<file path="src/rtl/eth_sorter_pkg.sv">
package eth_sorter_pkg;
  // strobes from the control FSM to the datapath
  typedef struct packed {
    logic bodyByte;
    logic capDst;
    logic capSrc;
    logic capLen;
    logic payCand;
    logic frameEnd;
    logic badFrame;
    logic lenRunt;
    logic lenOver;
  } ctrlStrobes_t;

  typedef enum logic [1:0] {
    ST_PRE,
    ST_SFD,
    ST_BODY,
    ST_DROP
  } sortState_t;
endpackage

</file>
<file path="src/rtl/eth_sorter_ctrl.sv">
module eth_sorter_ctrl
  import eth_sorter_pkg::*;
#(
  parameter int PreLen = 7,
  parameter int AddrLen = 6,
  parameter int MinLen = 64,
  parameter int MaxLen = 1518,
  parameter logic [7:0] PreByte = 8'h55,
  parameter logic [7:0] SfdByte = 8'hD5
) (
  input  logic         clk,
  input  logic         rstN,
  input  logic         inValid,
  input  logic [7:0]   inData,
  input  logic         inLast,
  output ctrlStrobes_t st
);
  localparam int CntW = $clog2(MaxLen + 1);
  localparam int PreW = (PreLen > 1) ? $clog2(PreLen) : 1;
  localparam logic [CntW-1:0] SrcStart = CntW'(AddrLen);
  localparam logic [CntW-1:0] LenStart = CntW'(2 * AddrLen);
  localparam logic [CntW-1:0] PayStart = CntW'(2 * AddrLen + 2);
  localparam logic [CntW-1:0] CntSat   = CntW'(MaxLen);
  localparam logic [CntW:0]   MinLenV  = (CntW + 1)'(MinLen);
  localparam logic [CntW:0]   MaxLenV  = (CntW + 1)'(MaxLen);
  localparam logic [PreW-1:0] PreEnd   = PreW'(PreLen - 1);

  sortState_t state;
  logic [PreW-1:0] preCnt;
  logic [CntW-1:0] bodyCnt;
  logic [CntW:0]   frameLen;

  assign frameLen = {1'b0, bodyCnt} + 1'b1;

  always_comb begin
    st = '0;
    if (inValid) begin
      if (state == ST_BODY) begin
        st.bodyByte = 1'b1;
        st.capDst   = bodyCnt < SrcStart;
        st.capSrc   = (bodyCnt >= SrcStart) && (bodyCnt < LenStart);
        st.capLen   = (bodyCnt >= LenStart) && (bodyCnt < PayStart);
        st.payCand  = bodyCnt >= PayStart;
      end
      if (inLast) begin
        st.frameEnd = 1'b1;
        st.badFrame = state != ST_BODY;
        st.lenRunt  = (state == ST_BODY) && (frameLen < MinLenV);
        st.lenOver  = (state == ST_BODY) && (frameLen > MaxLenV);
      end
    end
  end

  always_ff @(posedge clk) begin
    if (!rstN) begin
      state   <= ST_PRE;
      preCnt  <= '0;
      bodyCnt <= '0;
    end else if (inValid) begin
      if (inLast) begin
        state   <= ST_PRE;
        preCnt  <= '0;
        bodyCnt <= '0;
      end else begin
        case (state)
          ST_PRE: begin
            if (inData != PreByte) state <= ST_DROP;
            else if (preCnt == PreEnd) state <= ST_SFD;
            else preCnt <= preCnt + 1'b1;
          end
          ST_SFD:  state <= (inData == SfdByte) ? ST_BODY : ST_DROP;
          ST_BODY: if (bodyCnt != CntSat) bodyCnt <= bodyCnt + 1'b1;
          default: state <= ST_DROP;
        endcase
      end
    end
  end
endmodule

</file>
<file path="src/rtl/eth_sorter_dp.sv">
module eth_sorter_dp
  import eth_sorter_pkg::*;
#(
  parameter int HoldLen = 4,
  parameter logic [15:0] TypeMin = 16'd1536,
  parameter logic [15:0] Ipv4Code = 16'h0800
) (
  input  logic         clk,
  input  logic         rstN,
  input  logic [7:0]   inData,
  input  ctrlStrobes_t st,
  output logic         outValid,
  output logic [7:0]   outData,
  output logic         dataRegion,
  output logic         doneStrobe,
  output logic         framingErr,
  output logic [47:0]  dstAddr,
  output logic [47:0]  srcAddr,
  output logic [15:0]  lenType,
  output logic         isGroup,
  output logic         isType,
  output logic         isIpv4,
  output logic         isRunt,
  output logic         isOversize
);
  logic [7:0] dlyData [HoldLen];
  logic       dlyCand [HoldLen];
  logic       dlyVld  [HoldLen];
  logic [47:0] dstNext;
  logic [15:0] lenNext;

  assign dstNext = st.capDst ? {dstAddr[39:0], inData} : dstAddr;
  assign lenNext = st.capLen ? {lenType[7:0], inData} : lenType;

  always_ff @(posedge clk) begin
    if (!rstN) begin
      dstAddr <= '0;
      srcAddr <= '0;
      lenType <= '0;
    end else begin
      dstAddr <= dstNext;
      lenType <= lenNext;
      if (st.capSrc) srcAddr <= {srcAddr[39:0], inData};
    end
  end

  // first hold-back stage
  always_ff @(posedge clk) begin
    if (!rstN || st.frameEnd) begin
      dlyVld[0] <= 1'b0;
    end else if (st.bodyByte) begin
      dlyVld[0] <= 1'b1;
    end
    if (st.bodyByte) begin
      dlyData[0] <= inData;
      dlyCand[0] <= st.payCand;
    end
  end

  for (genvar g = 1; g < HoldLen; g++) begin : gHold
    always_ff @(posedge clk) begin
      if (!rstN || st.frameEnd) begin
        dlyVld[g] <= 1'b0;
      end else if (st.bodyByte) begin
        dlyVld[g] <= dlyVld[g-1];
      end
      if (st.bodyByte) begin
        dlyData[g] <= dlyData[g-1];
        dlyCand[g] <= dlyCand[g-1];
      end
    end
  end

  always_ff @(posedge clk) begin
    if (!rstN) begin
      outValid   <= 1'b0;
      outData    <= '0;
      dataRegion <= 1'b0;
    end else begin
      outValid   <= st.bodyByte && dlyVld[HoldLen-1];
      dataRegion <= st.bodyByte && dlyVld[HoldLen-1] && dlyCand[HoldLen-1];
      if (st.bodyByte) outData <= dlyData[HoldLen-1];
    end
  end

  always_ff @(posedge clk) begin
    if (!rstN) begin
      doneStrobe <= 1'b0;
      framingErr <= 1'b0;
      isGroup    <= 1'b0;
      isType     <= 1'b0;
      isIpv4     <= 1'b0;
      isRunt     <= 1'b0;
      isOversize <= 1'b0;
    end else begin
      doneStrobe <= st.frameEnd;
      if (st.frameEnd) begin
        framingErr <= st.badFrame;
        isGroup    <= !st.badFrame && dstNext[40];
        isType     <= !st.badFrame && (lenNext >= TypeMin);
        isIpv4     <= !st.badFrame && (lenNext == Ipv4Code);
        isRunt     <= st.lenRunt;
        isOversize <= st.lenOver;
      end
    end
  end
endmodule

</file>
<file path="src/rtl/eth_frame_sorter.sv">
module eth_frame_sorter
  import eth_sorter_pkg::*;
#(
  parameter int PreLen = 7,
  parameter int AddrLen = 6,
  parameter int HoldLen = 4,
  parameter int MinLen = 64,
  parameter int MaxLen = 1518,
  parameter logic [15:0] TypeMin = 16'd1536,
  parameter logic [15:0] Ipv4Code = 16'h0800
) (
  input  logic        clk,
  input  logic        rstN,
  input  logic        inValid,
  input  logic [7:0]  inData,
  input  logic        inLast,
  output logic        outValid,
  output logic [7:0]  outData,
  output logic        dataRegion,
  output logic        doneStrobe,
  output logic        framingErr,
  output logic [47:0] dstAddr,
  output logic [47:0] srcAddr,
  output logic [15:0] lenType,
  output logic        isGroup,
  output logic        isType,
  output logic        isIpv4,
  output logic        isRunt,
  output logic        isOversize
);
  ctrlStrobes_t st;

  eth_sorter_ctrl #(
    .PreLen(PreLen), .AddrLen(AddrLen), .MinLen(MinLen), .MaxLen(MaxLen)
  ) u_ctrl (
    .clk(clk), .rstN(rstN), .inValid(inValid), .inData(inData),
    .inLast(inLast), .st(st)
  );

  eth_sorter_dp #(
    .HoldLen(HoldLen), .TypeMin(TypeMin), .Ipv4Code(Ipv4Code)
  ) u_dp (
    .clk(clk), .rstN(rstN), .inData(inData), .st(st),
    .outValid(outValid), .outData(outData), .dataRegion(dataRegion),
    .doneStrobe(doneStrobe), .framingErr(framingErr),
    .dstAddr(dstAddr), .srcAddr(srcAddr), .lenType(lenType),
    .isGroup(isGroup), .isType(isType), .isIpv4(isIpv4),
    .isRunt(isRunt), .isOversize(isOversize)
  );
endmodule

</file>
<file path="config.mk">
export PLATFORM = sky130hd
export DESIGN_NAME = eth_frame_sorter
export DESIGN_NICKNAME = d
export VERILOG_FILES = /design/src/rtl/eth_sorter_pkg.sv /design/src/rtl/eth_sorter_ctrl.sv /design/src/rtl/eth_sorter_dp.sv /design/src/rtl/eth_frame_sorter.sv
export SDC_FILE = /design/constraint.sdc
export NUM_CORES = 1
export LEC_CHECK = 0
export ABC_AREA = 0
export BUFFER_PORTS_ARGS = -buffer_cell sky130_fd_sc_hd__buf_2
export CORE_MARGIN = 8
export CORE_UTILIZATION = 40
export DETAILED_ROUTE_END_ITERATION = 7
export GPL_TIMING_DRIVEN = 0
export MAX_ROUTING_LAYER = met4
export SLEW_MARGIN = 10
export SYNTH_ARGS = -nofsm -noshare
export SYNTH_HDL_FRONTEND = slang
export SYNTH_SLANG_ARGS = --single-unit
</file>
<file path="constraint.sdc">
create_clock -name clk -period 2.3 [get_ports clk]
set_input_delay 0.23 -clock clk [delete_from_list [all_inputs] [get_ports clk]]
set_output_delay 0.23 -clock clk [all_outputs]
set_load 0.05 [all_outputs]
</file>
==> impl_metrics.py, run 1 <==
metrics = {
    "status": {
        "outcome": "complete, no violations",
    },
    "logic_synthesis": {
        "synthMuxAreaShare": 0.0293,
        "ys.flop_type": "dfxtp_1",
        "synth_nets": 767,
        "yosys.area_share.adder": 0.00866,
        "synthTopCellsByArea": "dfxtp_1 40%, edfxtp_1 17%, nand2_1 12%, a21boi_0 7.0%, mux2i_1 2.8%",
        "yosysWarnings": 0,
        "synth_seq_area_share": 0.568,
        "ys_top_cells_by_count": "223 x nand2_1, 145 x dfxtp_1, 67 x a21boi_0",
        "synth_area_per_cell_um2": 9.63,
        "yosysMostFrequentCell": "nand2_1",
        "synth_simple_gate_area_frac": 0.206,
        "synth_cells": 750,
        "synth-compound-area-share": 0.144,
        "synthXorXnorAreaFrac": 0.00364,
        "synth-seq-cells": 185,
        "yosys.area.top_type": "dfxtp_1",
        "synth_top_family_by_area": "simple AND/OR/NAND/NOR gates",
        "synth_edf_count": 40,
        "synth_top_area_frac": 0.402,
        "syn-cell-area_mm2": 0.00722,
        "synthArstFlopShare": 0,
        "netlist-cell-type-count": 56,
    },
    "routing": {
        "drc": 0,
        "drtPass1Iterations": 4,
        "ant_nets": 0,
        "viasPerCell": 4.98,
        "vias": 5726,
        "wl_per_cell_um": 16.4,
        "drt_wl_total_um": 18800,
        "drt-initial-drc-count": 335,
    },
    "layout": {
        "finalNonFillerCells": 1150,
        "n_antenna_cell": 0,
        "drive_gt1_frac": 0.217,
        "final_nets": 925,
        "area_growth_pct": 22.1,
    },
    "placement": {
        "gp_congestion": 0.863,
        "placed_cells": 1118,
        "dp_hpwl_um": 13800,
        "dpl_worst_slack_ns": 0.187,
        "port_buffers": 138,
    },
    "timing": {
        "min_period_ns": 2.06,
        "skew_ns": 0.0116,
        "maxSlewHeadroom": 0.509,
        "slew_viol_final": 0,
        "worst_slew_pin_slew_ns": 0.736,
        "hold_viol_final": 0,
        "layout_setup_ws_ns": 0.240,
        "setup_viol": 0,
        "fmax_mhz": 485,
        "min_period_over_period": 0.896,
        "rsz0062_at_grt": "no",
    },
    "clock_tree": {
        "cts-root-buf": "clkbuf_16",
        "path_clk_slew_ns": 0.07,
        "cts_tree": "yes",
        "clock_path_buffers": 2,
        "cts_buffers": 17,
        "post_cts_buffers": 0,
        "htree_levels": 4,
        "worstSkewPairLatency_ns": 0.43,
        "ctsResizeCount": 0,
        "clock_sinks": 185,
        "cts_hold_buf": 0,
    },
    "floorplanning": {
        "die_y_um": 150,
        "die_area_mm2": 0.0226,
        "row_count": 49,
        "ios": 141,
        "start_util": 0.405,
        "die_w_um": 150,
        "core_area_mm2": 0.0178,
    },
    "setup_path": {
        "cp.required_ns": 2.67,
        "startpoint": "u_ctrl.bodyCnt[0]",
        "endpoint_kind": "flop",
        "r2r_cells": 8,
        "rr_startpoint": "u_ctrl.bodyCnt[0]",
        "reg2reg_to": "u_ctrl.bodyCnt[0]",
        "crit_fanout": 8,
        "crit_type": "flop to flop",
        "crit_end": "u_ctrl.bodyCnt[0]",
        "start_kind": "flop",
        "cp_data_arrival_time_ns": 2.43,
        "ff2ff_setup_slack_ns": 0.24,
    },
    "worst_hold_path": {
        "hold_depth": 2,
        "hold_path_class": "input pin to flop",
    },
    "pwr": {
        "ir_drop_mv": 0.507,
        "powerDensity_mw_per_mm2": 743,
        "power_leakage_nw": 3.59,
        "total_power_mw": 6.55,
    },
    "grt": {
        "antenna_found_initial": 0,
        "first_global_vias": 5414,
        "grt_max_degree": 41,
        "grt_first_pass_wirelength_um": 29700,
        "grt_overflow": 0,
        "grt_use_total": 0.173,
    },
    "run": {
        "cap_violations": 0,
    },
}
[per-layer routing]
metal,wire [um],track usage,up-vias
met2,8200,0.248,153
li1,-,-,2884
met5,0,-,-
met1,9040,0.229,2675
met4,176,0.0480,0
met3,1400,0.0571,14
[registers in the layout, summed over array words and instances (netlist names), 2 cells and up]
register        count
u_ctrl.bodyCnt     11
u_ctrl.preCnt       3
u_ctrl.state        2
u_dp.dlyCand        4
u_dp.dlyData       32
u_dp.dlyVld         4
u_dp.dstAddr       48
u_dp.lenType       16
u_dp.outData        8
u_dp.srcAddr       48
[layout make-up]
type	count	area [um^2]
clock inverters	14	159
multi-input cells	508	2840
inverters	8	30.0
repair buffers	139	711
well taps	229	287
flip-flops and latches	185	4100
clock buffers	18	429
fillers	1728	9020
plain buffers	49	264
[stage by stage]
step | setup TNS [ns] | util | area [um^2] | hold WS [ns]
after floorplan | 0 | - | 7220 | 0.329
after CTS | 0 | 0.494 | 8810 | 0.0521
final | 0 | 0.494 | 8820 | 0.0679
after global routing | 0 | 0.494 | 8820 | 0.0590
after detailed placement | 0 | 0.461 | 8220 | 0.405
after global placement | -28.40 | 0.460 | 8200 | 0.401
[cells in the final DEF, fill, tap and decap left out, drive strengths merged, types with 2 or more instances in the layout]
master,instances
nor3,9
inv,14
a32o,2
a21boi,83
nor4bb,2
nor2b,20
a21o,2
edfxtp,40
nor4,5
mux2i,20
a31oi,3
dfxtp,145
o31ai,2
a21oi,33
ha,5
and3,10
o22ai,3
nor2,13
nor4b,2
clkinvlp,2
or3,4
or3b,2
clkbuf,43
clkinv,5
nand2b,3
a211o,2
nand3b,3
a41oi,2
o21a,2
o21ai,12
nand2,223
buf,163
nand4,8
a211oi,2
nand3,8
xnor2,2
and2,9
[worst min-delay path by stage]
stage / startpoint / end / slack [ns]
2_1_floorplan: inData[0] / u_dp.dlyData[0][0] / 0.33
3_3_place_gp: u_dp.dlyData[2][6] / u_dp.dlyData[3][6] / 0.40
3_5_place_dp: u_dp.dlyData[2][1] / u_dp.dlyData[3][1] / 0.40
4_1_cts: inValid / u_ctrl.state[0] / 0.05
5_1_grt: inValid / u_ctrl.state[0] / 0.06
6_report: inValid / u_ctrl.state[0] / 0.07
[power breakdown]
part           switching, mW  total (mW)  internal (mW)
clock                   1.37        2.92           1.55
sequential            0.0160        3.36           3.35
combinational          0.193       0.274         0.0813
[critical path: stages, from the launching register on]
cell,delay (ns)
dfxtp_1,0.45
inv_1,0.07
ha_1,0.20
nor4bb_1,0.14
and3_1,0.19
clkbuf_1,0.19
or3_1,0.41
mux2_2,0.28
nor2_1,0.08
[kinds of logic (layout without fill, tap and decap cells)]
logic type,after synthesis,after routing
buf+inv,57,228
compound gates,153,153
fa+ha+maj,5,5
mux,21,21
flops,185,185
xor+xnor,3,3
simple gates,326,326
(Power assumes the default switching activity.)
==> inputs of run 2 (changes only) <==
==> constraint.sdc (replaced) <==
create_clock -name clk -period 2.3 [get_ports clk]
set_input_delay 0.115 -clock clk [delete_from_list [all_inputs] [get_ports clk]]
set_output_delay 0.115 -clock clk [all_outputs]
set_load 0.05 [all_outputs]
==> run 2 against run 1 <==
Combinational power up 2%. Fmax down 1.7%. Final area up 0.34%. Clock power about the same. First-iteration DRC count down 8.7%. Global-route usage about the same. Clock-buffer cell count unchanged. Largest power group unchanged.
==> impl_metrics.py, run 2 (synthesis gave the netlist of run 1 again) <==
metrics = {
    "pwr": {
        "p_sw_frac": 0.241,
        "p_clk_frac": 0.445,
        "power_leakage_nw": 3.60,
        "powerDensity_mw_per_mm2": 741,
        "p_seq_frac": 0.513,
        "ir_drop_mv": 0.509,
        "internal_power_mw": 4.98,
        "switchingPower_mw": 1.58,
        "p_comb_frac": 0.043,
    },
    "layout": {
        "final_nets": 928,
        "area_growth_pct": 22.5,
        "fin_util": 0.496,
        "layout_commonest_cell": "nand2_1",
        "drive_gt1_frac": 0.216,
        "n_antenna_cell": 0,
        "final_cell_mix": "223 x nand2_1, 148 x buf_2, 145 x dfxtp_1, 67 x a21boi_0, 40 x edfxtp_1",
        "reg_top3": "u_dp.dstAddr (48), u_dp.srcAddr (48), u_dp.dlyData (32)",
    },
    "placement": {
        "port_buffers": 138,
        "gp_congestion": 0.863,
        "dp_hpwl_um": 13800,
        "dpl_worst_slack_ns": 0.187,
    },
    "floorplanning": {
        "die_area_mm2": 0.0226,
        "ios": 141,
        "row_count": 49,
        "die_w_um": 150,
        "start_util": 0.405,
        "die_y_um": 150,
        "core_area_mm2": 0.0178,
    },
    "clock_tree": {
        "cts_tree": "yes",
        "cts_buffers": 17,
        "cts-root-buf": "clkbuf_16",
        "clock_path_buffers": 2,
        "path_clk_slew_ns": 0.07,
        "clock_sinks": 185,
        "post_cts_buffers": 0,
        "htree_levels": 4,
        "worstSkewPairLatency_ns": 0.43,
    },
    "timing": {
        "maxSlewHeadroom": 0.522,
        "fin_tns_setup_ns": 0,
        "slew_viol_final": 0,
        "layout_setup_ws_ns": 0.205,
        "worst_slew_pin_slew_ns": 0.717,
        "min_period_ns": 2.09,
        "setup_viol": 0,
        "rsz0062_at_grt": "no",
        "min_period_over_period": 0.911,
        "fmax_mhz": 477,
        "skew_ns": 0.0115,
        "hold_viol_final": 0,
    },
    "setup_path": {
        "crit_fanout": 9,
        "endpoint_kind": "flop",
        "crit_type": "flop to flop",
        "start_kind": "flop",
        "ff2ff_setup_slack_ns": 0.21,
        "slowest_delay_ns": 0.46,
        "cp.required_ns": 2.67,
        "crit_slowest_cell": "dfxtp_1",
        "cp_data_arrival_time_ns": 2.46,
        "crit_chain": "ha_1 -> nor4bb_1 -> and3_1 -> clkbuf_1 -> o21ai_0 -> mux2_2 -> nor2_1",
    },
    "routing": {
        "drt_wl_total_um": 18900,
        "drtPass1Iterations": 4,
        "viasPerCell": 4.97,
        "vias": 5733,
        "drc": 0,
        "ant_nets": 0,
        "drt-initial-drc-count": 306,
        "wl_per_cell_um": 16.4,
    },
    "grt": {
        "grt_overflow": 0,
        "first_global_vias": 5417,
        "grt_max_degree": 41,
        "antenna_found_initial": 0,
        "grt_use_total": 0.173,
        "grt_first_pass_wirelength_um": 29700,
    },
    "status": {
        "outcome": "complete, no violations",
    },
    "worst_hold_path": {
        "hold_path_class": "input pin to flop",
    },
    "run": {
        "cap_violations": 0,
    },
}
run 2: timing repair:
item                                    4_1_cts  5_1_grt
endpoints found under the hold margin         4        1
endpoints found under the setup margin        0       27
resized for setup                             0        2
hold buffers                                  2        1
run 2: layout make-up:
class	count	area, um^2
fill	1724	8990
clock buffer	18	429
clock inverter	14	159
buffer	49	264
multi-input combinational	508	2840
sequential	185	4100
timing repair buffer	142	741
tap	229	287
inverter	8	30.0
run 2: metrics by stage:
step                      power, mW  instance area [um^2]  instances  hold WS [ns]
after floorplan                3.61                  7220        750         0.214
after global placement         3.71                  8200       1117         0.401
after detailed placement       3.72                  8220       1118         0.394
after CTS                      6.63                  8830       1152      0.000993
after global routing           6.79                  8850       1153       0.00939
final                          6.56                  8850       1153        0.0241
run 2: per-layer routing:
| metal | vias up | part of all wire | track usage |
|---|---|---|---|
| met5 | - | 0 | - |
| met4 | 0 | 0.010 | 0.0480 |
| met3 | 13 | 0.073 | 0.0571 |
| met2 | 146 | 0.44 | 0.248 |
| met1 | 2687 | 0.48 | 0.229 |
| li1 | 2887 | - | - |
run 2: critical path, delay by kind of cell, from the launching register on:
family	cells	cell delay [ns]
simple gates	3	0.57
compound gates	1	0.21
mux	1	0.30
flops	1	0.46
buf+inv	1	0.29
fa+ha+maj	1	0.21
run 2: final timing paths:
| kind | from | end | depth (start not counted) |
|---|---|---|---|
| setup / recovery | u_ctrl.bodyCnt[1] | u_ctrl.bodyCnt[0] | 7 |
| hold / removal | inData[3] | u_dp.dstAddr[3] | 3 |
| setup reg to reg | u_ctrl.bodyCnt[1] | u_ctrl.bodyCnt[0] | 7 |
| hold reg to reg | u_dp.dlyData[1][1] | u_dp.dlyData[2][1] | 0 |
run 2: power groups by stage:
stage,Clock (mW),Sequential [mW],Combinational [mW]
6_report,2.92,3.36,0.279
5_1_grt,3.12,3.37,0.300
3_3_place_gp,0,3.44,0.275
2_1_floorplan,0,3.48,0.134
3_5_place_dp,0,3.44,0.277
4_1_cts,2.98,3.36,0.280
==> inputs of run 3 (changes only) <==
- CORE_MARGIN: 8 -> unset
==> run 3 against run 2 <==
Sequential share of layout area about the same. Combinational power down 2%. Setup slack better by 0.048 ns. Sequential power about the same. Critical path type unchanged.
==> impl_metrics.py, run 3 (synthesis gave the netlist of run 1 again) <==
metrics = {
    "grt": {
        "antenna_found_initial": 0,
        "first_global_vias": 5268,
        "grt_use_total": 0.205,
        "grt_max_degree": 42,
        "grt_overflow": 0,
        "grt_first_pass_wirelength_um": 28300,
    },
    "routing": {
        "wl_per_cell_um": 15.7,
        "drt-initial-drc-count": 271,
        "drc": 0,
        "drt_wl_total_um": 18000,
        "drtPass1Iterations": 4,
        "vias": 5684,
        "ant_nets": 0,
        "viasPerCell": 4.96,
    },
    "layout": {
        "fin_util": 0.506,
        "layout_commonest_cell": "nand2_1",
        "reg_top3": "u_dp.dstAddr (48), u_dp.srcAddr (48), u_dp.dlyData (32)",
        "final_cell_mix": "223 x nand2_1, 148 x buf_2, 145 x dfxtp_1, 67 x a21boi_0, 40 x edfxtp_1",
        "final_nets": 925,
        "finalNonFillerCells": 1147,
        "drive_gt1_frac": 0.215,
        "area_growth_pct": 22.5,
    },
    "floorplanning": {
        "ios": 141,
        "core_area_mm2": 0.0175,
        "die_y_um": 136,
        "die_w_um": 136,
        "die_area_mm2": 0.0186,
        "row_count": 48,
        "start_util": 0.413,
    },
    "pwr": {
        "internal_power_mw": 5.28,
        "p_sw_frac": 0.216,
        "power_leakage_nw": 3.61,
        "p_comb_frac": 0.041,
        "powerDensity_mw_per_mm2": 762,
        "ir_drop_mv": 0.520,
        "p_clk_frac": 0.460,
        "p_seq_frac": 0.499,
        "switchingPower_mw": 1.46,
    },
    "clock_tree": {
        "clock_sinks": 185,
        "htree_levels": 4,
        "cts-root-buf": "clkbuf_16",
        "post_cts_buffers": 0,
        "worstSkewPairLatency_ns": 0.43,
        "clock_path_buffers": 2,
        "cts_tree": "yes",
        "path_clk_slew_ns": 0.07,
        "cts_buffers": 17,
    },
    "timing": {
        "min_period_over_period": 0.890,
        "skew_ns": 0.0168,
        "rsz0062_at_grt": "no",
        "hold_viol_final": 0,
        "min_period_ns": 2.05,
        "worst_slew_pin_slew_ns": 0.678,
        "fmax_mhz": 489,
        "maxSlewHeadroom": 0.548,
        "slew_viol_final": 0,
        "setup_viol": 0,
    },
    "setup_path": {
        "crit_type": "flop to flop",
        "start_kind": "flop",
        "endpoint_kind": "flop",
        "critPathTopFamily": "flip-flops",
        "crit_slowest_cell": "dfxtp_1",
        "r2r_cells": 6,
        "critPathBufInv": 1,
        "ff2ff_setup_slack_ns": 0.25,
        "crit_fanout": 10,
        "startpoint": "u_ctrl.bodyCnt[1]",
        "crit_chain": "ha_1 -> clkbuf_1 -> nand4_1 -> xnor2_1 -> o22ai_1 -> and2_1",
        "reg2reg_to": "u_ctrl.bodyCnt[10]",
        "rr_startpoint": "u_ctrl.bodyCnt[1]",
        "slowest_delay_ns": 0.46,
        "cp_data_arrival_time_ns": 2.37,
        "cp.required_ns": 2.63,
    },
    "placement": {
        "dp_hpwl_um": 12700,
        "gp_congestion": 0.832,
        "port_buffers": 138,
        "placed_cells": 1114,
    },
    "worst_hold_path": {
        "hold_path.startpoint": "inData[0]",
        "min_to": "u_dp.dlyData[0][0]",
        "hold_depth": 1,
        "hold_path_class": "input pin to flop",
    },
    "run": {
        "cap_violations": 0,
    },
    "status": {
        "outcome": "complete, no violations",
    },
}
[run 3: cell count changes in the layout (fill, tap and decap cells not counted), moves of 2 or more]
cell,previous run,this run
bufinv_16,1,4
clkinv_2,0,4
dlygate4sd3_1,3,1
clkinv_4,3,0
inv_8,4,0
[run 3: cell type report]
cell class / count / area (um^2)
multi-input cells: 508 / 2830
clock inverters: 12 / 171
flip-flops and latches: 185 / 4100
plain buffers: 48 / 260
inverters: 8 / 30.0
repair buffers: 140 / 721
well taps: 225 / 282
diodes: 1 / 2.50
fillers: 1658 / 8630
clock buffers: 20 / 447
[run 3: worst max path at each step]
| stage | to | slack, ns | cells past startpoint |
|---|---|---|---|
| final | u_ctrl.bodyCnt[10] | 0.25 | 6 |
| after floorplan | u_dp.dlyCand[0] | 0.02 | 3 |
| after global placement | u_dp.dlyData[3][3] | -0.59 | 3 |
| after CTS | u_dp.srcAddr[43] | 0.19 | 8 |
| after global routing | u_dp.srcAddr[41] | 0.03 | 8 |
| after detailed placement | u_dp.srcAddr[43] | 0.19 | 8 |
[run 3: power groups by stage]
stage / clock network (mW) / registers, mW / logic [mW]
final: 3.10 / 3.37 / 0.273
after global routing: 3.29 / 3.37 / 0.299
after floorplan: 0 / 3.48 / 0.134
after global placement: 0 / 3.44 / 0.273
after CTS: 3.15 / 3.37 / 0.278
after detailed placement: 0 / 3.44 / 0.276
[run 3: timing repair]
item | CTS | global route
hold endpoints to repair | 2 | 0
hold buffers | 1 | 0
resized for setup | 0 | 1
setup endpoints to repair | 0 | 16
[run 3: metrics by stage]
step | power (mW) | worst slack, ns | area (um^2) | hold slack, ns | TNS, ns
5_1_grt | 6.96 | 0.0316 | 8850 | 0.0103 | 0
3_3_place_gp | 3.71 | -0.594 | 8200 | 0.395 | -26.24
3_5_place_dp | 3.72 | 0.193 | 8220 | 0.397 | 0
4_1_cts | 6.80 | 0.192 | 8840 | 0.00679 | 0
6_report | 6.74 | 0.253 | 8850 | 0.0169 | 0
2_1_floorplan | 3.61 | 0.0195 | 7220 | 0.214 | 0
[run 3: metal layers]
layer  vias to the layer above  global-route usage  routed length, um
met4                         0              0.0506                 88
met2                       135               0.301               8070
met5                         -                   -                  0
met1                      2661               0.281               9000
met3                         6              0.0533                829
li1                       2882                   -                  -
